## config.mk

```make
export PLATFORM = sky130hd
export DESIGN_NAME = can_rx_filter
export DESIGN_NICKNAME = d
export VERILOG_FILES = /design/src/rtl/canf_pkg.sv /design/src/rtl/canf_mb_match.sv /design/src/rtl/canf_prio.sv /design/src/rtl/can_rx_filter.sv
export SDC_FILE = /design/constraint.sdc
export NUM_CORES = 2
export LEC_CHECK = 0
export ABC_AREA = 1
export BUFFER_PORTS_ARGS = -buffer_cell sky130_fd_sc_hd__buf_4
export CAP_MARGIN = 20
export CORE_MARGIN = 1
export CORE_UTILIZATION = 45
export DETAILED_ROUTE_END_ITERATION = 8
export SLEW_MARGIN = 20
export SYNTH_ARGS = -nofsm -noshare
export SYNTH_HDL_FRONTEND = slang
export SYNTH_HIERARCHICAL = 1
export SYNTH_SLANG_ARGS = --single-unit
```

## constraint.sdc

```tcl
create_clock -name clk -period 60.7 [get_ports clk]
set_input_delay 9.105 -clock clk [delete_from_list [all_inputs] [get_ports clk]]
set_output_delay 9.105 -clock clk [all_outputs]
set_load 0.005 [all_outputs]
```

## src/rtl/canf_pkg.sv

```systemverilog
package canf_pkg;
  localparam int ID_W    = 29;
  localparam int WORD_W  = 16;
  localparam int MHI_W   = 13;
  localparam int AME_BIT = 15;
  localparam int RTR_BIT = 14;
  localparam int IDE_BIT = 13;

  typedef enum logic [2:0] {
    SEL_ID_LO  = 3'd0,
    SEL_ID_HI  = 3'd1,
    SEL_MSK_LO = 3'd2,
    SEL_MSK_HI = 3'd3,
    SEL_ENABLE = 3'd4,
    SEL_DIR    = 3'd5
  } wsel_e;

  typedef struct packed {
    logic            ide;
    logic            rtr;
    logic [ID_W-1:0] id;
  } frame_t;
endpackage

```

## src/rtl/canf_mb_match.sv

```systemverilog
module canf_mb_match
  import canf_pkg::*;
(
  input  logic              active,
  input  logic [WORD_W-1:0] id_hi,
  input  logic [WORD_W-1:0] id_lo,
  input  logic [MHI_W-1:0]  msk_hi,
  input  logic [WORD_W-1:0] msk_lo,
  input  frame_t            frm,
  output logic              match
);
  logic [MHI_W-1:0]  f_hi, care_hi;
  logic [WORD_W-1:0] f_lo, care_lo;
  logic              flags_ok;

  always_comb begin
    if (frm.ide) begin
      f_hi    = frm.id[ID_W-1:WORD_W];
      f_lo    = frm.id[WORD_W-1:0];
      care_hi = '1;
      care_lo = '1;
    end else begin
      f_hi    = {frm.id[10:0], 2'b00};
      f_lo    = '0;
      care_hi = {{(MHI_W-2){1'b1}}, 2'b00};
      care_lo = '0;
    end
    if (id_hi[AME_BIT]) begin
      care_hi = care_hi & ~msk_hi;
      care_lo = care_lo & ~msk_lo;
    end
    flags_ok = (frm.ide == id_hi[IDE_BIT]) && (frm.rtr == id_hi[RTR_BIT]);
    match = active && flags_ok
         && (((f_hi ^ id_hi[MHI_W-1:0]) & care_hi) == '0)
         && (((f_lo ^ id_lo) & care_lo) == '0);
  end
endmodule

```

## src/rtl/canf_prio.sv

```systemverilog
module canf_prio #(
  parameter int N  = 16,
  localparam int IW = (N > 1) ? $clog2(N) : 1
) (
  input  logic [N-1:0]  req,
  output logic [N-1:0]  gnt,
  output logic [IW-1:0] idx,
  output logic          any
);
  always_comb begin
    gnt = '0;
    idx = '0;
    any = 1'b0;
    for (int i = N - 1; i >= 0; i--) begin
      if (req[i]) begin
        gnt    = '0;
        gnt[i] = 1'b1;
        idx    = IW'(i);
        any    = 1'b1;
      end
    end
  end


  always_comb begin
    gnt_onehot_chk: assert ($onehot0(gnt) && ((gnt & ~req) == '0) && (any == (req != '0)));
  end
endmodule

```

## src/rtl/can_rx_filter.sv

```systemverilog
module can_rx_filter
  import canf_pkg::*;
#(
  parameter int NUM_MB = 16,
  localparam int MBW   = (NUM_MB > 1) ? $clog2(NUM_MB) : 1
) (
  input  logic              clk,
  input  logic              rst_n,
  input  logic              wr_en,
  input  logic [2:0]        wr_sel,
  input  logic [MBW-1:0]    wr_mb,
  input  logic [15:0]       wr_data,
  input  logic              frm_valid,
  input  logic              frm_ide,
  input  logic              frm_rtr,
  input  logic [28:0]       frm_id,
  input  logic [NUM_MB-1:0] pend_clr,
  output logic              hit,
  output logic [MBW-1:0]    hit_idx,
  output logic [NUM_MB-1:0] pend,
  output logic [NUM_MB-1:0] lost
);
  // reset: asserted asynchronously, released on a clock edge
  logic [1:0] rs_q;
  logic       rst_q;
  always_ff @(posedge clk or negedge rst_n) begin
    if (!rst_n) rs_q <= 2'b00;
    else        rs_q <= {rs_q[0], 1'b1};
  end
  assign rst_q = rs_q[1];

  // mailbox field registers
  logic [WORD_W-1:0] id_lo_q [NUM_MB], id_lo_d [NUM_MB];
  logic [WORD_W-1:0] id_hi_q [NUM_MB], id_hi_d [NUM_MB];
  logic [WORD_W-1:0] mk_lo_q [NUM_MB], mk_lo_d [NUM_MB];
  logic [MHI_W-1:0]  mk_hi_q [NUM_MB], mk_hi_d [NUM_MB];
  logic [NUM_MB-1:0] en_q, en_d, dir_q, dir_d;

  always_comb begin
    id_lo_d = id_lo_q;
    id_hi_d = id_hi_q;
    mk_lo_d = mk_lo_q;
    mk_hi_d = mk_hi_q;
    en_d    = en_q;
    dir_d   = dir_q;
    if (wr_en) begin
      case (wsel_e'(wr_sel))
        SEL_ID_LO:  id_lo_d[wr_mb] = wr_data;
        SEL_ID_HI:  id_hi_d[wr_mb] = wr_data;
        SEL_MSK_LO: mk_lo_d[wr_mb] = wr_data;
        SEL_MSK_HI: mk_hi_d[wr_mb] = wr_data[MHI_W-1:0];
        SEL_ENABLE: en_d           = wr_data[NUM_MB-1:0];
        SEL_DIR:    dir_d          = wr_data[NUM_MB-1:0];
        default: ;
      endcase
    end
  end

  always_ff @(posedge clk or negedge rst_q) begin
    if (!rst_q) begin
      for (int i = 0; i < NUM_MB; i++) begin
        id_lo_q[i] <= '0;
        id_hi_q[i] <= '0;
        mk_lo_q[i] <= '0;
        mk_hi_q[i] <= '0;
      end
      en_q  <= '0;
      dir_q <= '0;
    end else if (wr_en) begin
      id_lo_q <= id_lo_d;
      id_hi_q <= id_hi_d;
      mk_lo_q <= mk_lo_d;
      mk_hi_q <= mk_hi_d;
      en_q    <= en_d;
      dir_q   <= dir_d;
    end
  end

  // per-mailbox comparators
  frame_t            frm;
  logic [NUM_MB-1:0] req, gnt;
  logic [MBW-1:0]    win_idx;
  logic              win_any;

  assign frm = '{ide: frm_ide, rtr: frm_rtr, id: frm_id};

  for (genvar g = 0; g < NUM_MB; g++) begin : g_mb
    canf_mb_match u_match (
      .active (en_q[g] & dir_q[g]),
      .id_hi  (id_hi_q[g]),
      .id_lo  (id_lo_q[g]),
      .msk_hi (mk_hi_q[g]),
      .msk_lo (mk_lo_q[g]),
      .frm    (frm),
      .match  (req[g])
    );
  end

  canf_prio #(.N(NUM_MB)) u_prio (
    .req (req),
    .gnt (gnt),
    .idx (win_idx),
    .any (win_any)
  );

  // pending / lost state
  logic              fire, hit_d;
  logic [MBW-1:0]    idx_d;
  logic [NUM_MB-1:0] win, kept, pend_d, lost_d;

  always_comb begin
    fire   = frm_valid & win_any;
    win    = fire ? gnt : '0;
    kept   = pend & ~pend_clr;
    pend_d = kept | win;
    lost_d = (lost & ~pend_clr) | (win & kept);
    hit_d  = fire;
    idx_d  = fire ? win_idx : hit_idx;
  end

  always_ff @(posedge clk or negedge rst_q) begin
    if (!rst_q) begin
      hit     <= 1'b0;
      hit_idx <= '0;
      pend    <= '0;
      lost    <= '0;
    end else begin
      hit     <= hit_d;
      hit_idx <= idx_d;
      pend    <= pend_d;
      lost    <= lost_d;
    end
  end


  hit_sets_pend_chk: assert property (@(posedge clk) disable iff (!rst_q)
    hit |-> pend[hit_idx]);


  single_set_chk: assert property (@(posedge clk) disable iff (!rst_q)
    $countones(pend & ~$past(pend)) <= 1);


  hit_needs_frame_chk: assert property (@(posedge clk) disable iff (!rst_q)
    hit |-> $past(frm_valid));


  idle_bank_chk: assert property (@(posedge clk) disable iff (!rst_q)
    (frm_valid && ((en_q & dir_q) == '0)) |=> !hit);


  lost_needs_hit_chk: assert property (@(posedge clk) disable iff (!rst_q)
    ((lost & ~$past(lost)) != '0) |-> hit);
endmodule

```

==> impl_metrics.tcl <==
set metrics [dict create \
    diodes 0 \
    critPathMaxFanout 56 \
    cts-resized-gates 0 \
    synth_largest_area_cell "dfrtp_1" \
    die_w_um 357 \
    dp_cells 9431 \
    pwr_density_cell_nw_per_um2 28.2 \
    timing.critical_path.cells "buf_6 > buf_4 > buf_4 > inv_2 > nand2_1 > nand3b_1 > nand3_1 > nand2_1 > nor2_1 > nand3_1 > nor2_1 > inv_1 > nand3_1 > nor4_1 > nand3_1 > nand2_1 > inv_1 > nand2_1 > o21ai_0" \
    reg2reg_from "rs_q[1]$_DFF_PN0_" \
    run_status "finished, final reports clean" \
    post_synth.cell_area_avg_sq_um 7.02 \
    worstSkewPairLatency_ps 740 \
    finalCritPeriodShare 0.220 \
    worst_ep_arrival_time_ps 14010 \
    slew_violations 0 \
    min_to "rs_q[1]$_DFF_PN0_" \
    yosys-mux-area-fraction 0 \
    ioPinCount 111 \
    yosys.area_share.adder 0 \
    ant_nets 0 \
    start_util 0.456 \
    cts_tree "built" \
    hold_path_class "flip-flop to flip-flop" \
    gp_congestion 0.844 \
    syn_to_final_growth_pct 8.81 \
    timing_worst_setup_path_type "input port to flip-flop" \
    post-synth-top-area-fraction 0.461 \
    yosys_warnings 6 \
    synth.distinct_cells 30 \
    drt-pass1-iter-count 6 \
    routed_length_per_placed_instance_um 20.6 \
    ctsRootBufferMaster "clkbuf_16" \
    worst_path_clk_slew_ps 60 \
    power.ir.vdd_worst_mv 0.0206 \
    sinks_on_clock_net 1047 \
    finalNonFillerCells 9645 \
    slew_headroom 0.199 \
    worst_path_largest_cell_delay_ps 660 \
    fin_nets 7989 \
    drtIter0Drc 5721 \
    h-tree-depth 3 \
    routed-via-count 52800 \
    floorplan.rows 129 \
    final_layout_size_suffix_gt1_frac 0.0763 \
    port_buffers 110 \
    synthTopCellsByArea "dfrtp_1 (46%), nand2_1 (27%), nand3_1 (12%)" \
    drc_errors 0 \
    synth_xor_area_frac 0.00493 \
    cts.hold.buffers_added 0 \
    avgViaCountPerCell 5.48 \
    hold_depth 0 \
    grt_usage 0.311 \
    total_leakage_power_nw 33.4 \
    dp_wirelength_um 108000 \
    clock_skew_ps 23.0 \
    buffer_levels_on_the_longest_clock_path 3 \
    holdCritStartpoint "rs_q[0]$_DFF_PN0_" \
    grt_overflow_total 0 \
    synthCells 8088 \
    crit_slowest_cell "buf_4" \
    cts.repair_timing.setup_buffer_count 0 \
    setup.reg_to_reg.worst_slack_ps 56290 \
    post_synth_instance_area_sq_um 56800 \
    unrepaired_setup_endpoints_after_global_routing "false" \
    grt_pass1_vias 49100 \
    cp-end-kind "flip-flop" \
    drv.max_cap_violation_count 0 \
    drt_wl_total_um 199000 \
    timing.critical_path.required_ps 61360 \
    grt_antenna_before_repair 1 \
    synth-simple-area-share 0.455 \
    synth.ff_latch_count 1047 \
    timing.final.setup_violations 0 \
    critical_path.reg2reg.endpoint "mk_hi_q[23]$_DFFE_PN0P_" \
    hold_viol 0 \
    syn-num-nets 8162 \
    grt_start_max_net_pins 152 \
    grt_pass1_wl_um 303000 \
    synth_compound_area_frac 0.00742 \
    chipHeight_um 357 \
    synth.yosys.seq_area_share 0.461 \
    fin_crit_ps 13350 \
    fmax_ghz 0.0749 \
    cts_inserted_buffers 118 \
    coreArea_sq_um 124000 \
    dominant_combinational_cell_family_by_area_after_synthesis "simple AND/OR/NAND/NOR gates" \
    start_kind "input port" \
    totalNegativeSetupSlack_ps 0 \
    worstMarginPinSlew_ps 1200 \
    worst-r2r-cell-count 4 \
    fp.dieArea_sq_um 128000 \
]
## metal layers
metal / vias to the layer above / GRT usage / wire length, um
li1: 25100 / - / -
met1: 25500 / 0.429 / 85900
met2: 1906 / 0.500 / 90800
met3: 355 / 0.0394 / 15100
met4: 0 / 0.111 / 7220
met5: - / 0 / 0
## worst max-delay path, delay by kind of cell
family | cells | cell delay, ps
buffers and inverters | 6 | 2730
AO/OA/AOI/OAI | 1 | 190
AND/OR/NAND/NOR | 12 | 1870
## per-stage QoR
step | instance area [sq um] | total power, W | hold WS (ps) | setup slack (ps) | util
2_1_floorplan | 56800 | 0.000947 | 331 | 29350 | -
3_3_place_gp | 57800 | 0.00102 | 336 | 46900 | 0.465
3_5_place_dp | 57800 | 0.00102 | 336 | 46760 | 0.465
4_1_cts | 61800 | 0.00175 | 352 | 47530 | 0.496
5_1_grt | 61800 | 0.00182 | 357 | 47130 | 0.497
6_report | 61800 | 0.00175 | 349 | 47350 | 0.497
## worst max-delay path by stage
stage	start	endpoint
after floorplan	rs_q[1]$_DFF_PN0_	dir_q[0]$_DFFE_PN0P_
after global placement	frm_ide	lost[10]$_DFF_PN0_
after detailed placement	frm_ide	lost[8]$_DFF_PN0_
final	frm_ide	lost[9]$_DFF_PN0_
after global routing	frm_ide	lost[8]$_DFF_PN0_
after CTS	frm_ide	lost[12]$_DFF_PN0_
## report_power, final
group          leakage [nW]  total [W]  switching [W]  internal, W
clock network          1.94   0.000734       0.000303     0.000430
registers              14.2   0.000797      0.0000425     0.000755
logic                  17.3   0.000214       0.000148    0.0000660
total                  33.4    0.00175       0.000494      0.00125
## synthesized netlist by cell type (all sizes together)
| cell type | n |
|---|---|
| nand2 | 4111 |
| nand3 | 1401 |
| dfrtp | 1047 |
| buf | 378 |
| inv | 359 |
| nor2 | 247 |
| nand3b | 176 |
| or2 | 114 |
| clkbuf | 107 |
| o21ai | 64 |
| xor2 | 32 |
| nor3 | 26 |
| a21oi | 19 |
| nor4 | 2 |
| a31oi | 1 |
| clkinv | 1 |
| conb | 1 |
| nand4 | 1 |
| or3 | 1 |
## layout by cell type, fill, tap and decap left out, types with 2 or more instances in the layout
cell,n
clkbuf_1,24
clkinvlp_4,6
o21ai_1,16
clkinv_2,19
o21ai_0,48
dfrtp_2,7
inv_1,340
nand2_2,33
nand3b_1,176
or2_2,114
nor2_1,223
xor2_1,32
inv_2,19
nor2_2,3
clkbuf_16,121
buf_4,183
bufinv_16,5
dfrtp_1,1039
nor3_2,16
nand2_1,4067
nor3_1,10
nand3_1,1398
buf_12,7
nand2_4,11
a21oi_1,19
clkbuf_8,39
nor2_4,21
nand3_2,2
nor4_1,2
## registers in the layout, summed over array words and instances (netlist names)
register,count
mk_lo_q,256
lost,16
mk_hi_q,208
id_hi_q,256
rs_q,2
hit,1
id_lo_q,256
pend,16
en_q,16
dir_q,16
hit_idx,4
## logic make-up (layout without fill, tap and decap cells)
| logic type | count (synthesis) | count (layout) |
|---|---|---|
| and+or+nand+nor | 6079 | 6079 |
| DFF | 1047 | 1047 |
| buffers and inverters | 845 | 765 |
| AOI/OAI and AO/OA | 84 | 84 |
| xor gates and xnor gates | 32 | 32 |
| other | 1 | 1 |
## layout make-up
type,instances,area [sq um]
Fill cell,12300,62600
Timing Repair Buffer,192,1550
Clock inverter,29,285
Sequential cell,1047,26200
Clock buffer,184,3650
Multi-Input combinational cell,6196,26700
Tap cell,1637,2050
Inverter,360,1350
Note: power is estimated with default switching activity, not from simulation.
